File: src/rtl/clk_mode_pkg.sv
// Shared types and decode helpers for the divided clock mode controller.
// Assumes the slowest derived clock has a half-period of 2**SLOW_SH reference cycles.
package clk_mode_pkg;

    localparam int SLOW_SH = 2;
    localparam int PH_W    = SLOW_SH + 1;

    typedef enum logic [2:0] {
        MD_RUN,
        MD_PARK_CORE,
        MD_HALT_ALL,
        MD_FLOAT,
        MD_SLEEP
    } mode_e;

    // Half-period exponents: toggling every 2**sh reference cycles
    typedef struct packed {
        logic [1:0] core_sh;
        logic [1:0] bus_sh;
    } ratio_t;

    // Map the active-low control code to a requested mode
    function automatic mode_e decode_mode(input logic park_n, input logic wide_n,
                                          input logic slow_n);
        if (park_n) return MD_RUN;
        case ({wide_n, slow_n})
            2'b01:   return MD_PARK_CORE;
            2'b11:   return MD_HALT_ALL;
            2'b10:   return MD_FLOAT;
            default: return MD_SLEEP;
        endcase
    endfunction

    // Divide exponents chosen by the slow request and the bus width choice
    function automatic ratio_t ratio_of(input logic wide_n, input logic slow_n);
        ratio_t r;
        r.core_sh = slow_n ? 2'd0 : 2'd1;
        r.bus_sh  = r.core_sh + {1'b0, ~wide_n};
        return r;
    endfunction

endpackage

File: src/rtl/ctl_sync.sv
// Multi-stage synchronizer for the asynchronous control inputs.
// Assumes inputs are quasi-static; resets to all ones (every request deasserted).
module ctl_sync #(
    parameter int W      = 3,
    parameter int STAGES = 2
) (
    input  logic         clk,
    input  logic         rst_n,
    input  logic [W-1:0] d_i,
    output logic [W-1:0] q_o
);
    logic [W-1:0] stg [STAGES];

    // Shift the raw inputs through the flop chain
    always_ff @(posedge clk) begin
        if (!rst_n) begin
            for (int i = 0; i < STAGES; i++) stg[i] <= '1;
        end else begin
            stg[0] <= d_i;
            for (int i = 1; i < STAGES; i++) stg[i] <= stg[i-1];
        end
    end

    assign q_o = stg[STAGES-1];
endmodule

File: src/rtl/phase_ctr.sv
// Free-running phase counter shared by every divider; its top bit spans the slowest period.
// Assumes all divide ratios are powers of two no larger than 2**(W-1).
module phase_ctr #(
    parameter int W = 3
) (
    input  logic         clk,
    input  logic         rst_n,
    output logic [W-1:0] cnt_o,
    output logic         wrap_o
);
    // Count reference cycles
    always_ff @(posedge clk) begin
        if (!rst_n) cnt_o <= '0;
        else        cnt_o <= cnt_o + 1'b1;
    end

    assign wrap_o = &cnt_o;
endmodule

File: src/rtl/mode_seq.sv
// Applies requested modes and ratios at frame boundaries only, and routes every
// entry to or exit from sleep through the core-parked mode for one frame.
// Assumes ctl_i is already synchronized and ordered {park_n, wide_n, slow_n}.
module mode_seq
    import clk_mode_pkg::*;
(
    input  logic       clk,
    input  logic       rst_n,
    input  logic [2:0] ctl_i,
    input  logic       wrap_i,
    output mode_e      mode_o,
    output ratio_t     ratio_o
);
    mode_e  tgt;
    mode_e  nxt;
    ratio_t nxt_ratio;

    // Choose the next mode, inserting the parked step around sleep
    always_comb begin
        tgt = decode_mode(ctl_i[2], ctl_i[1], ctl_i[0]);
        if (tgt == MD_SLEEP && mode_o != MD_SLEEP && mode_o != MD_PARK_CORE)
            nxt = MD_PARK_CORE;
        else if (mode_o == MD_SLEEP && tgt != MD_SLEEP && tgt != MD_PARK_CORE)
            nxt = MD_PARK_CORE;
        else
            nxt = tgt;
        nxt_ratio = (nxt != tgt) ? ratio_of(1'b0, 1'b1) : ratio_of(ctl_i[1], ctl_i[0]);
    end

    // Commit mode and ratio at the frame wrap, when every waveform is ending high
    always_ff @(posedge clk) begin
        if (!rst_n) begin
            mode_o  <= MD_RUN;
            ratio_o <= ratio_of(1'b1, 1'b1);
        end else if (wrap_i) begin
            mode_o  <= nxt;
            ratio_o <= nxt_ratio;
        end
    end


    sleep_entry_chk: assert property (@(posedge clk) disable iff (!rst_n)
        (mode_o == MD_SLEEP && $past(mode_o) != MD_SLEEP) |-> $past(mode_o) == MD_PARK_CORE);

    sleep_exit_chk: assert property (@(posedge clk) disable iff (!rst_n)
        ($past(mode_o) == MD_SLEEP && mode_o != MD_SLEEP) |-> mode_o == MD_PARK_CORE);
endmodule

File: src/rtl/clk_gen.sv
// Derives lead, core and bus clocks from the phase counter and gates them per mode.
// Core clocks are the lead waveform delayed one cycle; they park only when that
// waveform is low and restart only at frame start. Assumes the ratio changes only at wrap.
module clk_gen
    import clk_mode_pkg::*;
#(
    parameter int NCORE = 3,
    parameter int NSYS  = 6,
    parameter int CW    = PH_W
) (
    input  logic             clk,
    input  logic             rst_n,
    input  logic [CW-1:0]    cnt_i,
    input  mode_e            mode_i,
    input  ratio_t           ratio_i,
    output logic [NCORE-1:0] core_clk_o,
    output logic             lead_clk_o,
    output logic [NSYS-1:0]  sys_clk_o
);
    logic wave_lead, wave_bus;
    logic lead_run, core_want;
    logic core_wave_q, core_run_q;

    // Select the divider taps and the per-family run conditions
    always_comb begin
        wave_lead = cnt_i[ratio_i.core_sh];
        wave_bus  = cnt_i[ratio_i.bus_sh];
        lead_run  = (mode_i == MD_RUN) || (mode_i == MD_PARK_CORE);
        core_want = (mode_i == MD_RUN);
    end

    // Register the lead clock and every bus clock bit
    always_ff @(posedge clk) begin
        if (!rst_n) begin
            lead_clk_o <= 1'b0;
            sys_clk_o  <= '0;
        end else begin
            lead_clk_o <= wave_lead & lead_run;
            for (int i = 0; i < NSYS; i++) sys_clk_o[i] <= wave_bus & lead_run;
        end
    end

    // Core run gate: drop while the waveform is low, raise only at frame start
    always_ff @(posedge clk) begin
        if (!rst_n) begin
            core_wave_q <= 1'b0;
            core_run_q  <= 1'b0;
        end else begin
            core_wave_q <= wave_lead;
            if (core_want) begin
                if (cnt_i == '0) core_run_q <= 1'b1;
            end else if (!wave_lead) begin
                core_run_q <= 1'b0;
            end
        end
    end

    // Register every core clock bit as the delayed, gated lead waveform
    always_ff @(posedge clk) begin
        if (!rst_n) core_clk_o <= '0;
        else for (int i = 0; i < NCORE; i++) core_clk_o[i] <= core_wave_q & core_run_q;
    end


    ratio_step_chk: assert property (@(posedge clk) disable iff (!rst_n)
        (ratio_i != $past(ratio_i)) |-> (cnt_i == '0));

    core_follow_chk: assert property (@(posedge clk) disable iff (!rst_n)
        $rose(core_clk_o[0]) |-> $past(lead_clk_o));
endmodule

File: src/rtl/clk_mode_ctrl.sv
// Top: synchronizes the control code, runs the phase counter and mode sequencer,
// generates the derived clocks and gates the fixed pass-through clocks and enables.
// Assumes clk runs at twice the base frequency and fix_i comes from outside.
module clk_mode_ctrl
    import clk_mode_pkg::*;
#(
    parameter int NCORE = 3,
    parameter int NSYS  = 6
) (
    input  logic             clk,
    input  logic             rst_n,
    input  logic             park_req_n,
    input  logic             bus_wide_n,
    input  logic             slow_req_n,
    input  logic [2:0]       fix_i,
    output logic [NCORE-1:0] core_clk_o,
    output logic [NCORE-1:0] core_oe_o,
    output logic             lead_clk_o,
    output logic             lead_oe_o,
    output logic [NSYS-1:0]  sys_clk_o,
    output logic [NSYS-1:0]  sys_oe_o,
    output logic [2:0]       fix_o,
    output logic [2:0]       fix_oe_o
);
    logic [2:0]      ctl_s;
    logic [PH_W-1:0] cnt;
    logic            wrap;
    mode_e           mode;
    ratio_t          ratio;
    logic            drive_on, fixed_on;

    ctl_sync #(.W(3), .STAGES(2)) i_sync (
        .clk(clk), .rst_n(rst_n),
        .d_i({park_req_n, bus_wide_n, slow_req_n}), .q_o(ctl_s)
    );

    phase_ctr #(.W(PH_W)) i_phase (
        .clk(clk), .rst_n(rst_n), .cnt_o(cnt), .wrap_o(wrap)
    );

    mode_seq i_seq (
        .clk(clk), .rst_n(rst_n), .ctl_i(ctl_s), .wrap_i(wrap),
        .mode_o(mode), .ratio_o(ratio)
    );

    clk_gen #(.NCORE(NCORE), .NSYS(NSYS), .CW(PH_W)) i_gen (
        .clk(clk), .rst_n(rst_n), .cnt_i(cnt), .mode_i(mode), .ratio_i(ratio),
        .core_clk_o(core_clk_o), .lead_clk_o(lead_clk_o), .sys_clk_o(sys_clk_o)
    );

    // Output-enables and fixed clock gating from the committed mode
    always_comb begin
        drive_on  = (mode != MD_FLOAT);
        fixed_on  = drive_on && (mode != MD_SLEEP);
        core_oe_o = {NCORE{drive_on}};
        lead_oe_o = drive_on;
        sys_oe_o  = {NSYS{drive_on}};
        fix_oe_o  = {3{drive_on}};
        fix_o     = {fix_i[2] & drive_on, fix_i[1] & fixed_on, fix_i[0] & fixed_on};
    end


    float_quiet_chk: assert property (@(posedge clk) disable iff (!rst_n)
        (!lead_oe_o && $past(!lead_oe_o)) |-> (lead_clk_o == 1'b0 && sys_clk_o == '0));
endmodule

File: config.mk
export PLATFORM = sky130hd
export DESIGN_NAME = clk_mode_ctrl
export DESIGN_NICKNAME = d
export VERILOG_FILES = /design/src/rtl/clk_mode_pkg.sv /design/src/rtl/ctl_sync.sv /design/src/rtl/phase_ctr.sv /design/src/rtl/mode_seq.sv /design/src/rtl/clk_gen.sv /design/src/rtl/clk_mode_ctrl.sv
export SDC_FILE = /design/constraint.sdc
export NUM_CORES = 1
export LEC_CHECK = 0
export ABC_CLOCK_PERIOD_IN_PS = 2700
export BUFFER_PORTS_ARGS = -buffer_cell sky130_fd_sc_hd__buf_2
export CORE_MARGIN = 1
export CORE_UTILIZATION = 36
export DETAILED_ROUTE_END_ITERATION = 7
export GPL_ROUTABILITY_DRIVEN = 0
export PLACE_DENSITY = 0.7
export SYNTH_ARGS = -nofsm -noshare
export SYNTH_HDL_FRONTEND = slang
export SYNTH_HIERARCHICAL = 1
export SYNTH_SLANG_ARGS = --single-unit
File: constraint.sdc
create_clock -name clk -period 2.7 [get_ports clk]
set_input_delay 0.135 -clock clk [delete_from_list [all_inputs] [get_ports clk]]
set_output_delay 0.135 -clock clk [all_outputs]
set_load 0.02 [all_outputs]
==> results of run 1 <==
layout make-up:
cell class,instances,area (um2)
Sequential cell,20,400
Inverter,5,18.8
Clock buffer,4,36.3
Tap cell,31,38.8
Fill cell,267,1650
Multi-Input combinational cell,69,514
Timing Repair Buffer,36,195
power by group:
| part | internal [mW] | leakage [nW] | switching [mW] |
|---|---|---|---|
| combinational | 0.0322 | 0.392 | 0.0344 |
| sequential | 0.308 | 0.164 | 0.00931 |
| clock | 0.0821 | 0.0210 | 0.0889 |
| total | 0.422 | 0.577 | 0.133 |
routing by layer:
metal / GRT usage / up-vias
met5: 0 / -
met4: 0.0453 / 0
met3: 0.0268 / 2
met2: 0.184 / 35
met1: 0.134 / 370
li1: - / 423
path summary, 6_finish.rpt:
path               startpoint          endpoint  slack (ns)  cells past startpoint
max          i_sync/stg[0][3]  i_seq/ratio_o[1]        0.63                      6
min                     rst_n  i_sync/stg[0][2]        0.19                      2
max reg2reg  i_sync/stg[0][3]  i_seq/ratio_o[1]        0.63                      6
min reg2reg  i_sync/stg[0][0]  i_sync/stg[0][3]        0.42                      1
logic make-up after synthesis:
family / after synthesis / share of synthesized area
AO/OA/AOI/OAI: 18 / 0.117
buffers and inverters: 30 / 0.179
flip-flops: 20 / 0.360
other: 1 / 0.00337
AND/OR/NAND/NOR: 41 / 0.248
multiplexers: 2 / 0.0180
adder cells (fa/ha/maj): 6 / 0.0674
XOR/XNOR: 1 / 0.00787
flip-flops by register name (all words and copies together) (netlist names):
signal / flops
i_seq/ratio_o: 3
i_gen/core_run_q: 1
i_phase/cnt_o: 3
i_gen/lead_clk_o: 1
i_gen/sys_clk_o: 1
i_seq/mode_o: 3
i_gen/core_clk_o: 1
i_gen/core_wave_q: 1
i_sync/stg: 6
timing repair:
item | 4_1_cts | 5_1_grt
hold buffers | 0 | 3
hold endpoints to repair | 0 | 3
endpoints found under the setup margin | 0 | 0
layout by cell type, fill, tap and decap left out, drive strengths merged, types with 3 or more instances in the layout:
cell | Yosys | routed
nor2 | 5 | 5
ha | 6 | 6
and3 | 3 | 3
nor3b | 3 | 3
buf | 24 | 33
dlygate4sd3 | 0 | 3
nor3 | 3 | 3
nand2b | 7 | 7
inv | 5 | 5
nor2b | 3 | 3
and2 | 4 | 4
dfxtp | 20 | 20
clkbuf | 1 | 4
o21ai | 3 | 3
nand2 | 3 | 3
a21oi | 4 | 4
critical path, cell delays in order, from the launching register on:
cell	delay (ns)
dfxtp_1	0.35
inv_1	0.08
ha_1	0.37
or3_4	0.37
or3_4	0.39
and4_1	0.21
a32o_1	0.21
metrics by stage:
stage	utilization	power, mW	hold slack [ns]	setup WS, ns
2_1_floorplan	-	0.376	0.208	0.686
3_3_place_gp	0.399	0.385	0.319	0.712
3_5_place_dp	0.399	0.388	0.321	0.642
4_1_cts	0.411	0.557	0.00597	0.628
5_1_grt	0.422	0.582	0.191	0.549
6_report	0.422	0.555	0.187	0.627
==> out/results.tsv, run 1 <==
stage	metric	value	unit
sta	fin. max-slew vios	0	
power_and_ir_drop	Pwr per Cell Area	461	mW/mm2
synth	register area share after synthesis	0.360	
cts	CTS Sinks	20	
cts	clock buffer depth	2	
cts	post_cts resized	0	
sta	Final period util	0.768	
cells_and_area	Antenna diodes	0	
place	# port buffers	33	
critical_path	crit end category	register	
cts	CTS tree	yes	
routing	Iteration-0 DRC Markers	16	
cts	Root Buffer	clkbuf_4	
cts	postcts setup bufs	0	
synth	EDFF count, synth	0	
place	placed insts	158	
synth	most area-consuming cells after synthesis	dfxtp_1 36%, buf_4 16%, ha_1 6.7%	
hold_path	hold crit path type	in2reg	
run_status	failing checks	design-rule violations	
floorplanning	die width	57.6	um
cells_and_area	share of cells above drive strength 1	0.336	
synth	top-area cell type share of the netlist area	0.360	
routing	average routed wire per standard cell	10.5	um
global_route	GRT overflow	0	
sta	final setup violation count	0	
cells_and_area	cell area after layout	0.00120	mm2
synth	most instantiated library cell after synthesis	buf_4	
synth	post-synthesis cell type count	37	
floorplanning	Initial Util	0.390	
place	Cell Area, Placed	0.00114	mm2
power_and_ir_drop	worst ir drop on vdd	0.449	mV
sta	final hold vios	0	
sta	clock skew	0.00350	ns
synth	Seq cells post-synth	20	
floorplanning	die area	0.00332	mm2
cells_and_area	Layout area overhead	8.09	%
synth	Most used DFF post-synth	dfxtp_1	
global_route	initial antenna violation count	0	
run	Max Cap Viol	0	
routing	WL final	1740	um
routing	met3 wire len	113	um
routing	met1 wire length	779	um
global_route	global-route wire length before repair	2860	um
routing	DRC	4	
synth	Commonest cells post-synth	23 x buf_4, 20 x dfxtp_1, 7 x nand2b_1, 6 x ha_1, 5 x nor2_1	
synth	yosys warns	6	
critical_path	CP Launch Type	register	
routing	routed via count	830	
cts	Skew-Pair Late Insertion Delay	0.29	ns
floorplanning	DIE HEIGHT	57.6	um
place	post-detail-place hpwl	1260	um
global_route	pin count of the biggest net entering global routing	24	
floorplanning	core footprint	0.00285	mm2
sta	Fmax achieved	482	MHz
routing	Max Used Layer	met4	
synth	Avg Inst Size Synth	9.36	um2
cells_and_area	non-filler cells, final	165	
sta	setup TNS	0	ns
floorplanning	Ports	34	
cts	Num CTS Buffers	3	
sta	Min Clock Period, post-route	2.07	ns
critical_path	Arrival @ worst endpoint	2.27	ns
routing	DR pass1 iterations	6	
routing	drt via density	5.03	
cts	CTS H-tree lvls	1	
critical_path	Data required, critical path	2.90	ns
routing	ANT nets after route	0	
global_route	vias in the first global route	698	
floorplanning	Cell Rows	19	
power_and_ir_drop	LEAKAGE	0.577	nW
global_route	Total Routing Usage GR	0.110	
synth	Mapped Area	0.00111	mm2
routing	WL met2	829	um
run_status	status	finished with violations	
synth	Synth area leader	dfxtp_1	
synth	Synth Instances	119	
sta	unrepaired setup endpoints after global routing	no	
cts	Clock transition at path regs	0.11	ns
critical_path	crit path kind	reg2reg	
cells_and_area	nets	149	
critical_path	CP Max Fanout	5	
synth	async set or reset register ratio after synthesis	0	
synth	Syn Nets	133	
(Power assumes the default switching activity.)
==> run 2: changes to the inputs <==
--- a/config.mk
+++ b/config.mk
@@ -5,13 +5,13 @@
 export SDC_FILE = /design/constraint.sdc
 export NUM_CORES = 1
 export LEC_CHECK = 0
-export ABC_CLOCK_PERIOD_IN_PS = 2700
+export ABC_CLOCK_PERIOD_IN_PS = 1900
 export BUFFER_PORTS_ARGS = -buffer_cell sky130_fd_sc_hd__buf_2
 export CORE_MARGIN = 1
 export CORE_UTILIZATION = 36
 export DETAILED_ROUTE_END_ITERATION = 7
 export GPL_ROUTABILITY_DRIVEN = 0
-export PLACE_DENSITY = 0.7
+export PLACE_DENSITY = 0.73
 export SYNTH_ARGS = -nofsm -noshare
 export SYNTH_HDL_FRONTEND = slang
 export SYNTH_HIERARCHICAL = 1
==> constraint.sdc (replaced) <==
create_clock -name clk -period 1.9 [get_ports clk]
set_input_delay 0.095 -clock clk [delete_from_list [all_inputs] [get_ports clk]]
set_output_delay 0.095 -clock clk [all_outputs]
set_load 0.02 [all_outputs]
==> out/results.tsv, run 2 (synthesis gave the netlist of run 1 again) <==
stage	metric	value	unit
critical_path	Data required, critical path	2.09	ns
critical_path	crit path kind	reg2reg	
floorplanning	die width	57.6	um
cts	Num CTS Buffers	3	
cells_and_area	total area of sequential cells	403	um2
critical_path	crit end category	register	
cts	CTS Sinks	20	
routing	average routed wire per standard cell	11.0	um
global_route	GRT overflow	0	
run	Max Cap Viol	0	
cells_and_area	most frequent cells in the layout	33 x buf_2, 18 x dfxtp_1, 7 x nand2b_1	
cells_and_area	area of the multi-input gates	527	um2
sta	clock skew	0.00119	ns
cells_and_area	Largest Register	i_sync/stg	
routing	WL final	1850	um
cts	CTS tree	yes	
routing	DR pass1 iterations	7	
sta	Min Clock Period, post-route	1.86	ns
sta	final setup violation count	0	
sta	Fmax achieved	539	MHz
routing	DRC	6	
cts	CTS H-tree lvls	1	
cts	Skew-Pair Late Insertion Delay	0.29	ns
routing	routed via count	855	
sta	final hold slack	0.154	ns
place	post-detail-place hpwl	1400	um
critical_path	CP Max Fanout	4	
run_status	status	finished with violations	
power_and_ir_drop	worst ir drop on vdd	0.440	mV
cells_and_area	most common cell after layout, fill and taps aside	buf_2	
power_and_ir_drop	LEAKAGE	0.585	nW
global_route	global-route wire length before repair	3120	um
place	# port buffers	33	
routing	drt via density	5.09	
cells_and_area	Largest register FFs	6	
hold_path	hold crit path type	in2reg	
sta	fin. max-slew vios	0	
run_status	failing checks	design-rule violations	
cells_and_area	share of cells above drive strength 1	0.387	
floorplanning	DIE HEIGHT	57.6	um
power_and_ir_drop	Pwr per Cell Area	636	mW/mm2
cells_and_area	# fillers	285	
critical_path	Arrival @ worst endpoint	2.04	ns
critical_path	CP Launch Type	register	
floorplanning	Cell Rows	19	
floorplanning	Ports	34	
global_route	pin count of the biggest net entering global routing	24	
cells_and_area	nets	152	
routing	ANT nets after route	0	
global_route	Total Routing Usage GR	0.120	
cts	clock buffer depth	2	
cts	Root Buffer	clkbuf_4	
cells_and_area	Layout area overhead	11.7	%
floorplanning	Initial Util	0.390	
sta	final hold vios	0	
cells_and_area	Antenna diodes	0	
global_route	initial antenna violation count	0	
sta	unrepaired setup endpoints after global routing	no	
sta	Final period util	0.977	
floorplanning	die area	0.00332	mm2
cts	Clock transition at path regs	0.10	ns
routing	Iteration-0 DRC Markers	26	
sta	setup TNS	0	ns
global_route	vias in the first global route	757	
floorplanning	core footprint	0.00285	mm2
## run 2: worst max-delay path, stage by stage, from the launching register on
cell     delay [ns]
dfxtp_2        0.37
inv_4          0.05
ha_1           0.20
or3_4          0.37
or3_4          0.34
and4_1         0.21
a32o_1         0.22
## run 2: final timing paths
kind                    start          endpoint  slack (ns)  cells after the start
min                     rst_n  i_sync/stg[0][2]        0.15                      2
min reg2reg  i_sync/stg[0][0]  i_sync/stg[0][3]        0.42                      1
max          i_sync/stg[0][3]  i_seq/ratio_o[2]        0.04                      6
max reg2reg  i_sync/stg[0][3]  i_seq/ratio_o[2]        0.04                      6
## run 2: metal layers
metal | vias to the layer above | GRT usage | share of wire
li1 | 426 | - | -
met1 | 386 | 0.126 | 0.42
met2 | 41 | 0.233 | 0.51
met3 | 2 | 0.0335 | 0.062
met4 | 0 | 0.0314 | 0.0065
met5 | - | 0 | 0
## run 2: power by group
part | switching (mW) | internal, mW | total (mW) | leakage, nW
registers | 0.0143 | 0.437 | 0.452 | 0.163
logic | 0.0520 | 0.0515 | 0.104 | 0.400
clock network | 0.119 | 0.117 | 0.235 | 0.0210
## run 2: area by class of cell
| class | instances | area share |
|---|---|---|
| clock buffer | 4 | 0.0292 |
| tap | 31 | 0.0312 |
| inverter | 5 | 0.0171 |
| multi-input combinational | 69 | 0.424 |
| sequential | 20 | 0.324 |
| timing repair buffer | 39 | 0.175 |
## run 2: through the flow
step	std cells	setup slack, ns	power (mW)	utilization	instance area, um2
4_1_cts	168	0.000510	0.801	0.436	1240
3_5_place_dp	161	-0.0299	0.560	0.412	1170
2_1_floorplan	119	0.00249	0.537	-	1130
3_3_place_gp	161	0.0332	0.555	0.412	1170
5_1_grt	168	0.00970	0.832	0.436	1240
6_report	168	0.0436	0.790	0.436	1240
## run 2: repair_timing
action | CTS | global route
setup endpoints to repair | 2 | 2
gates resized for setup | 2 | 0
pin swaps | 0 | 1
setup buffers | 0 | 0
hold buffers | 3 | 0
hold endpoints to repair | 3 | 0
cloned | 0 | 0
